[src/rtl/mbi_pkg.sv]
package mbi_pkg;
  localparam int LO_W   = 8;
  localparam int HI_W   = 7;
  localparam int ADDR_W = LO_W + HI_W;

  // one snapshot of every bus pin
  typedef struct packed {
    logic            ale;
    logic            cs_n;
    logic            prd_n;
    logic            drd_n;
    logic            wr_n;
    logic [HI_W-1:0] hi;
    logic [LO_W-1:0] ad;
  } bus_smp_t;

  localparam int SMP_W = $bits(bus_smp_t);

  // quiet bus: latch closed, every active-low strobe high
  function automatic bus_smp_t idle_smp();
    bus_smp_t s;
    s.ale   = 1'b0;
    s.cs_n  = 1'b1;
    s.prd_n = 1'b1;
    s.drd_n = 1'b1;
    s.wr_n  = 1'b1;
    s.hi    = '0;
    s.ad    = '0;
    return s;
  endfunction
endpackage

[src/rtl/mbi_sync.sv]
module mbi_sync #(
  parameter int              W       = 8,
  parameter int              STAGES  = 2,
  parameter logic [W-1:0]    RST_VAL = '0
) (
  input  logic         clk,
  input  logic         rst_n,
  input  logic [W-1:0] d,
  output logic [W-1:0] q
);
  logic [W-1:0] chain [STAGES];

  for (genvar i = 0; i < STAGES; i++) begin : g_stage
    if (i == 0) begin : g_first
      always_ff @(posedge clk or negedge rst_n) begin
        if (!rst_n) chain[i] <= RST_VAL;
        else        chain[i] <= d;
      end
    end else begin : g_next
      always_ff @(posedge clk or negedge rst_n) begin
        if (!rst_n) chain[i] <= RST_VAL;
        else        chain[i] <= chain[i-1];
      end
    end
  end

  assign q = chain[STAGES-1];
endmodule

[src/rtl/mbi_addr_latch.sv]
module mbi_addr_latch
  import mbi_pkg::*;
(
  input  logic              clk,
  input  logic              rst_n,
  input  logic              open_s,
  input  logic [HI_W-1:0]   hi_s,
  input  logic [LO_W-1:0]   lo_s,
  output logic [ADDR_W-1:0] cur_addr,
  output logic [ADDR_W-1:0] held_addr
);
  logic [ADDR_W-1:0] live;

  assign live = {hi_s, lo_s};

  always_ff @(posedge clk or negedge rst_n) begin
    if (!rst_n)      held_addr <= '0;
    else if (open_s) held_addr <= live;
  end

  // transparent while open, frozen once it closes
  assign cur_addr = open_s ? live : held_addr;
endmodule

[src/rtl/mbi_strobe_dec.sv]
module mbi_strobe_dec
  import mbi_pkg::*;
(
  input  logic              clk,
  input  logic              rst_n,
  input  logic              cs_n_s,
  input  logic              prd_n_s,
  input  logic              drd_n_s,
  input  logic              wr_n_s,
  input  logic [LO_W-1:0]   ad_s,
  input  logic [ADDR_W-1:0] cur_addr,
  output logic              rd_low_s,
  output logic              rd_valid,
  output logic [ADDR_W-1:0] rd_addr,
  output logic              rd_space,
  output logic              wr_valid,
  output logic [ADDR_W-1:0] wr_addr,
  output logic [LO_W-1:0]   wr_data
);
  logic            rd_low_p;
  logic            wr_n_p;
  logic            wok_q;
  logic [LO_W-1:0] wdat_q;
  logic            rd_fall;
  logic            wr_rise;

  assign rd_low_s = !prd_n_s || !drd_n_s;
  assign rd_fall  = rd_low_s && !rd_low_p && !cs_n_s;
  assign wr_rise  = wr_n_s && !wr_n_p;

  always_ff @(posedge clk or negedge rst_n) begin
    if (!rst_n) begin
      rd_low_p <= 1'b0;
      wr_n_p   <= 1'b1;
      wok_q    <= 1'b0;
      wdat_q   <= '0;
    end else begin
      rd_low_p <= rd_low_s;
      wr_n_p   <= wr_n_s;
      // qualify each low cycle; the last one before the rise decides
      wok_q    <= !wr_n_s && !cs_n_s && !rd_low_s;
      if (!wr_n_s) wdat_q <= ad_s;
    end
  end

  always_ff @(posedge clk or negedge rst_n) begin
    if (!rst_n) begin
      rd_valid <= 1'b0;
      rd_addr  <= '0;
      rd_space <= 1'b0;
    end else begin
      rd_valid <= rd_fall;
      if (rd_fall) begin
        rd_addr  <= cur_addr;
        rd_space <= prd_n_s;
      end
    end
  end

  always_ff @(posedge clk or negedge rst_n) begin
    if (!rst_n) begin
      wr_valid <= 1'b0;
      wr_addr  <= '0;
      wr_data  <= '0;
    end else begin
      wr_valid <= wr_rise && wok_q;
      if (wr_rise && wok_q) begin
        wr_addr <= cur_addr;
        wr_data <= wdat_q;
      end
    end
  end
endmodule

[src/rtl/mbi_bus_drive.sv]
module mbi_bus_drive
  import mbi_pkg::*;
(
  input  logic            clk,
  input  logic            rst_n,
  input  logic            cs_n_s,
  input  logic            rd_low_s,
  input  logic [LO_W-1:0] rsp_data,
  output logic [LO_W-1:0] ad_out,
  output logic            ad_oe
);
  always_ff @(posedge clk or negedge rst_n) begin
    if (!rst_n) begin
      ad_oe  <= 1'b0;
      ad_out <= '0;
    end else begin
      ad_oe  <= !cs_n_s && rd_low_s;
      ad_out <= rsp_data;
    end
  end
endmodule

[src/rtl/mux_bus_if.sv]
module mux_bus_if
  import mbi_pkg::*;
#(
  parameter int SYNC_STAGES = 2
) (
  input  logic              clk,
  input  logic              rst_n,
  input  logic              ale,
  input  logic              cs_n,
  input  logic              prd_n,
  input  logic              drd_n,
  input  logic              wr_n,
  input  logic [HI_W-1:0]   hi_addr,
  input  logic [LO_W-1:0]   ad_in,
  output logic [LO_W-1:0]   ad_out,
  output logic              ad_oe,
  output logic              rd_valid,
  output logic [ADDR_W-1:0] rd_addr,
  output logic              rd_space,
  input  logic [LO_W-1:0]   rsp_data,
  output logic              wr_valid,
  output logic [ADDR_W-1:0] wr_addr,
  output logic [LO_W-1:0]   wr_data
);
  bus_smp_t          raw;
  bus_smp_t          smp;
  logic [SMP_W-1:0]  smp_vec;
  logic [ADDR_W-1:0] cur_addr;
  logic [ADDR_W-1:0] held_addr;
  logic              rd_low_s;
  logic              ale_s;
  logic              cs_n_s;

  always_comb begin
    raw.ale   = ale;
    raw.cs_n  = cs_n;
    raw.prd_n = prd_n;
    raw.drd_n = drd_n;
    raw.wr_n  = wr_n;
    raw.hi    = hi_addr;
    raw.ad    = ad_in;
  end

  mbi_sync #(
    .W       (SMP_W),
    .STAGES  (SYNC_STAGES),
    .RST_VAL (idle_smp())
  ) u_sync (
    .clk   (clk),
    .rst_n (rst_n),
    .d     (raw),
    .q     (smp_vec)
  );

  assign smp    = bus_smp_t'(smp_vec);
  assign ale_s  = smp.ale;
  assign cs_n_s = smp.cs_n;

  mbi_addr_latch u_latch (
    .clk       (clk),
    .rst_n     (rst_n),
    .open_s    (ale_s),
    .hi_s      (smp.hi),
    .lo_s      (smp.ad),
    .cur_addr  (cur_addr),
    .held_addr (held_addr)
  );

  mbi_strobe_dec u_dec (
    .clk      (clk),
    .rst_n    (rst_n),
    .cs_n_s   (cs_n_s),
    .prd_n_s  (smp.prd_n),
    .drd_n_s  (smp.drd_n),
    .wr_n_s   (smp.wr_n),
    .ad_s     (smp.ad),
    .cur_addr (cur_addr),
    .rd_low_s (rd_low_s),
    .rd_valid (rd_valid),
    .rd_addr  (rd_addr),
    .rd_space (rd_space),
    .wr_valid (wr_valid),
    .wr_addr  (wr_addr),
    .wr_data  (wr_data)
  );

  mbi_bus_drive u_drv (
    .clk      (clk),
    .rst_n    (rst_n),
    .cs_n_s   (cs_n_s),
    .rd_low_s (rd_low_s),
    .rsp_data (rsp_data),
    .ad_out   (ad_out),
    .ad_oe    (ad_oe)
  );
endmodule

[config.mk]
export PLATFORM = sky130hd
export DESIGN_NAME = mux_bus_if
export DESIGN_NICKNAME = d
export VERILOG_FILES = /design/src/rtl/mbi_pkg.sv /design/src/rtl/mbi_sync.sv /design/src/rtl/mbi_addr_latch.sv /design/src/rtl/mbi_strobe_dec.sv /design/src/rtl/mbi_bus_drive.sv /design/src/rtl/mux_bus_if.sv
export SDC_FILE = /design/constraint.sdc
export NUM_CORES = 1
export LEC_CHECK = 0
export BUFFER_PORTS_ARGS = -buffer_cell sky130_fd_sc_hd__buf_2
export CAP_MARGIN = 0
export CORE_MARGIN = 5
export CORE_UTILIZATION = 53
export DETAILED_ROUTE_END_ITERATION = 10
export HOLD_SLACK_MARGIN = 0.15
export PLACE_DENSITY_LB_ADDON = 0.1
export SYNTH_ARGS = -nofsm -noshare
export SYNTH_HDL_FRONTEND = slang
export SYNTH_SLANG_ARGS = --single-unit
[constraint.sdc]
create_clock -name clk -period 2.28 [get_ports clk]
set_clock_uncertainty 0.2 [all_clocks]
set_input_delay 0.114 -clock clk [delete_from_list [all_inputs] [get_ports clk]]
set_output_delay 0.114 -clock clk [all_outputs]
set_load 0.01 [all_outputs]
Word-level counts from Yosys, hierarchy flattened

Index checks and enable logic that the tools add are counted.

Input bits: 30
Latch bits: 0
Output and inout bits: 50
Memory bits (writable): 0
Word-level logic and storage cells: 31
Memories kept: 0
Register bits: 116
Bits in read-only memories: 0

Mux-type cells: 1
Add/subtract/negate cells: 0
Order comparisons: 0
Shift operators: 0
Equality and inequality tests: 0
Bitwise gates (word level): 0
Reductions and logical operators: 15
Div/mod/pow operators: 0
$mul: 0

Operators with widths:

| operator           | count |
|---|---|
| 15-bit two-way mux | 1 |
| 1-bit logical AND  | 7 |
| 1-bit logical NOT  | 7 |
| 1-bit logical OR   | 1 |

Depth between registers and ports, before layout

Word-level depth: 4
Gate-level depth with buffers: 5
Depth with buffers taken out: 2

Modules after synthesis

A second synthesis with hierarchy kept.

Cells, all modules: 211
Area total of the unflattened synthesis: 3963.8 µm²

Modules (own cells, without submodules):

| module         | cells an instance | seq. area each (µm²) | area an instance (µm²) | instances |
|---|---|---|---|---|
| mbi_strobe_dec | 109               | 1302.5               | 1950.6                 | 1 |
| mbi_sync       | 60                | 1011.0               | 1161.1                 | 1 |
| mbi_addr_latch | 32                | 375.4                | 613.1                  | 1 |
| mbi_bus_drive  | 10                | 225.2                | 239.0                  | 1 |

Worst setup path after synthesis

OpenSTA, ideal clock, no wires.

Path type: reg2reg
Start point: reg u_sync.chain (netlist bit u_sync.q[15])
End point: reg u_dec.wr_addr[0]
Period minus slack after synthesis: 1708 ps
Setup time: 125 ps
Path buffers: 3
Arrival time: 1383 ps
Data required time: 1955 ps
Slack: 572 ps
Stages on the path, launching flop included: 6
Cells stage by stage: dfstp_2 -> buf_6 -> and3b_1 -> buf_6 -> buf_6 -> mux2_4

Longest elaborated chain between the ends: 2

Ends and longest elaborated chain:

| item                             | line                 | text |
|---|---|---|
| start: declaration               | mbi_sync.sv:11       | `logic [W-1:0] chain [STAGES];` |
| start signal: indexed assignment | mbi_sync.sv:22       | `else chain[i] <= chain[i-1];` |
| 1-bit logical AND                | mbi_strobe_dec.sv:29 | `assign wr_rise = wr_n_s && !wr_n_p;` |
| 1-bit logical AND                | mbi_strobe_dec.sv:67 | `if (wr_rise && wok_q) begin` |
| end signal: assignment           | mbi_strobe_dec.sv:68 | `wr_addr <= cur_addr;` |
| end: declaration                 | mbi_strobe_dec.sv:17 | `output logic [ADDR_W-1:0] wr_addr,` |

No other way between the ends.
A chain may end at the register's enable or synchronous reset.

Final worst setup path

Start point: reg u_sync.chain (netlist bit u_sync.q[15])
End point: reg u_dec.wr_addr[14]

The elaborated chain is that of the path after synthesis.

==> qor.csv <==
metric;value;unit
fraction of layout cells with a size suffix above 1;52.1;%
pwr dens;1000;nW/um2
Int Pwr;0.00434;W
Final Critical Period;1720;ps
vias;2169;
worst-path fanout max;19;
RSZ-0062 raised after global routing;no;
Synth top area share;69.5;%
latest clock arrival within the worst-skew pair;500;ps
global route overflow;0;
Total Nets Final;383;
# diodes;0;
Max Buffers Root-to-Sink;2;
largest net degree at the start of global routing;45;
Die Ht;95.3;um
IO Port Bufs;79;
DIE WIDTH;95.3;um
DR DRC count;0;
vias in the first global route;2439;
CP max stage cell;dfstp_2;
CP required;2460;ps
area of the core;7180;um2
Crit Path Class;flop to flop;
Hold Vio Cnt, Final;0;
relative slew slack;81.2;%
Total Routing Usage GR;18.4;%
post-DP HPWL;4.17;mm
CTS tree;done;
Warnings, synthesis;0;
FF+latch count, synth;116;
status;completed;
# resized after CTS;0;
Final Setup Violations;0;
fillers;429;
maximum VDD drop;0.000782;V
Vias/cell;4.67;
fmax;583;MHz
most frequent cells in the layout;dfrtp_1 (107), buf_2 (78), dlygate4sd3_1 (64);
initial antenna violation count;0;
Syn Nets;220;
I/O pin count;80;
final core utilization;78.0;%
clock group share of total power;43.4;%
gpl congestion;0.684;
switch share;22.6;%
Std-Cell Rows;31;
CTS sink cnt;116;
Post-Route WL;7.35;mm
Worst-Margin Slew;282;ps
syn_area_per_cell;20.3;um2
worst path bufs/invs;1;
WL/cell;15.8;um
final design area excluding fillers;5600;um2
Antenna Violating Nets Remaining;0;
sequential cell fraction of total power;43.5;%
Multi-input gate area;855;um2
hold_buf cts;65;
Crit path largest cell delay;520;ps
Max Slew Vio Count;0;
Tot Pwr;0.00560;W
Logic pwr share;13.2;%
sequential-to-total area share from yosys stat;75.6;%
area delta synth->final;45.2;%
first-pass GRT wire length;12.1;mm
most area-consuming cells after synthesis;dfrtp_1 (69%), mux2_4 (12%), mux2_2 (9.3%), dfstp_2 (6.1%), buf_6 (1.8%);
fin crit share;75.3;%
leak pwr;2.66;nW
Syn Inst Count;190;
unique cell type count in the Yosys netlist;11;
cell area after placement;4380;um2
top cell type by total area after synthesis;dfrtp_1;
sequential cell area;2910;um2
H-tree levels;4;
post-synthesis cell area;3850;um2
Worst path top cell family by delay;flip-flops;
postcts setup bufs;0;
Net Sw Power;0.00126;W
worst path arrival time;1900;ps
DR pass1 iterations;5;
clk slew on worst S/H paths;50;ps
die area;9080;um2
CTS Buf Count;17;
crit path capture type;flop;
most common cell after layout, fill and taps aside;dfrtp_1;
Non-Filler Instances;464;
Root Buffer;clkbuf_8;
Cells after DPL;368;
CP Launch Type;flop;
CP cell instances;and3b_2, buf_12, mux2_2;
max cap viols;0;
setup_tns;0;ps
Starting Density;53.7;%
initial DRC count;42;
R2R Setup Slk;560;ps
Hold Crit Class;flop to flop;
path summary, 6_finish.rpt:
kind / startpoint / to / depth (start not counted)
worst max-delay path: u_sync.q[15] / u_dec.wr_addr[14] / 3
worst min register to register: u_sync.chain[22] / u_sync.q[2] / 0
min in group asynchronous: rst_n / u_sync.q[18] / 3
max in group asynchronous: rst_n / u_sync.q[2] / 4
worst max register to register: u_sync.q[15] / u_dec.wr_addr[14] / 3
worst min-delay path: u_sync.chain[22] / u_sync.q[2] / 0
registers in the layout, indices dropped and copies added (netlist names), 8 cells and up:
signal	flops
u_dec.rd_addr	15
u_sync.chain	20
u_latch.held_addr	15
u_dec.wdat_q	8
u_dec.wr_data	8
u_sync.q	20
u_drv.ad_out	8
u_dec.wr_addr	15
area by class of cell:
type	count	area share [%]
multi-input cells	67	15.3
repair buffers	151	20.5
clock inverters	11	1.97
clock buffers	20	7.96
well taps	99	2.21
flip-flops and latches	116	52.1
cell usage after synthesis:
library cell	instances
mux2_2	32
mux2_4	30
buf_6	6
nor3_1	1
dfrtp_1	107
and3b_1	1
a21oi_1	1
buf_12	1
nand2_1	1
a211oi_4	1
dfstp_2	9
layer usage:
layer  routed length [um]  global-route usage (%)  share of wire (%)  vias to the layer above
li1                     -                       -                  -                      976
met1                 2990                    22.3                 41                     1118
met2                 3770                    28.8                 51                       69
met3                  527                    8.60                7.2                        6
met4                   64                    6.85               0.87                        0
met5                    0                       0                  0                        -
metrics by stage:
stage / hold WS (ps) / setup slack [ps]
after floorplan: -382 / 572
after global routing: 154 / 515
after CTS: 150 / 554
after detailed placement: -88.9 / 565
final: 148 / 564
after global placement: -91.4 / 587
power by group through the flow:
stage / Sequential, W / Clock, W / Combinational [W]
2_1_floorplan: 0.00253 / 0 / 0.000281
3_3_place_gp: 0.00247 / 0 / 0.000641
3_5_place_dp: 0.00247 / 0 / 0.000655
4_1_cts: 0.00244 / 0.00248 / 0.000747
5_1_grt: 0.00246 / 0.00260 / 0.000799
6_report: 0.00244 / 0.00243 / 0.000737
cell families (layout without fill, tap and decap cells):
| logic type | Yosys count | in the layout | share of synthesized area, % |
|---|---|---|---|
| compound gates | 2 | 2 | 0.649 |
| buf+inv | 7 | 182 | 2.27 |
| flops | 116 | 116 | 75.6 |
| mux | 62 | 62 | 21.0 |
| simple gates | 3 | 3 | 0.454 |
(Power assumes the default switching activity.)
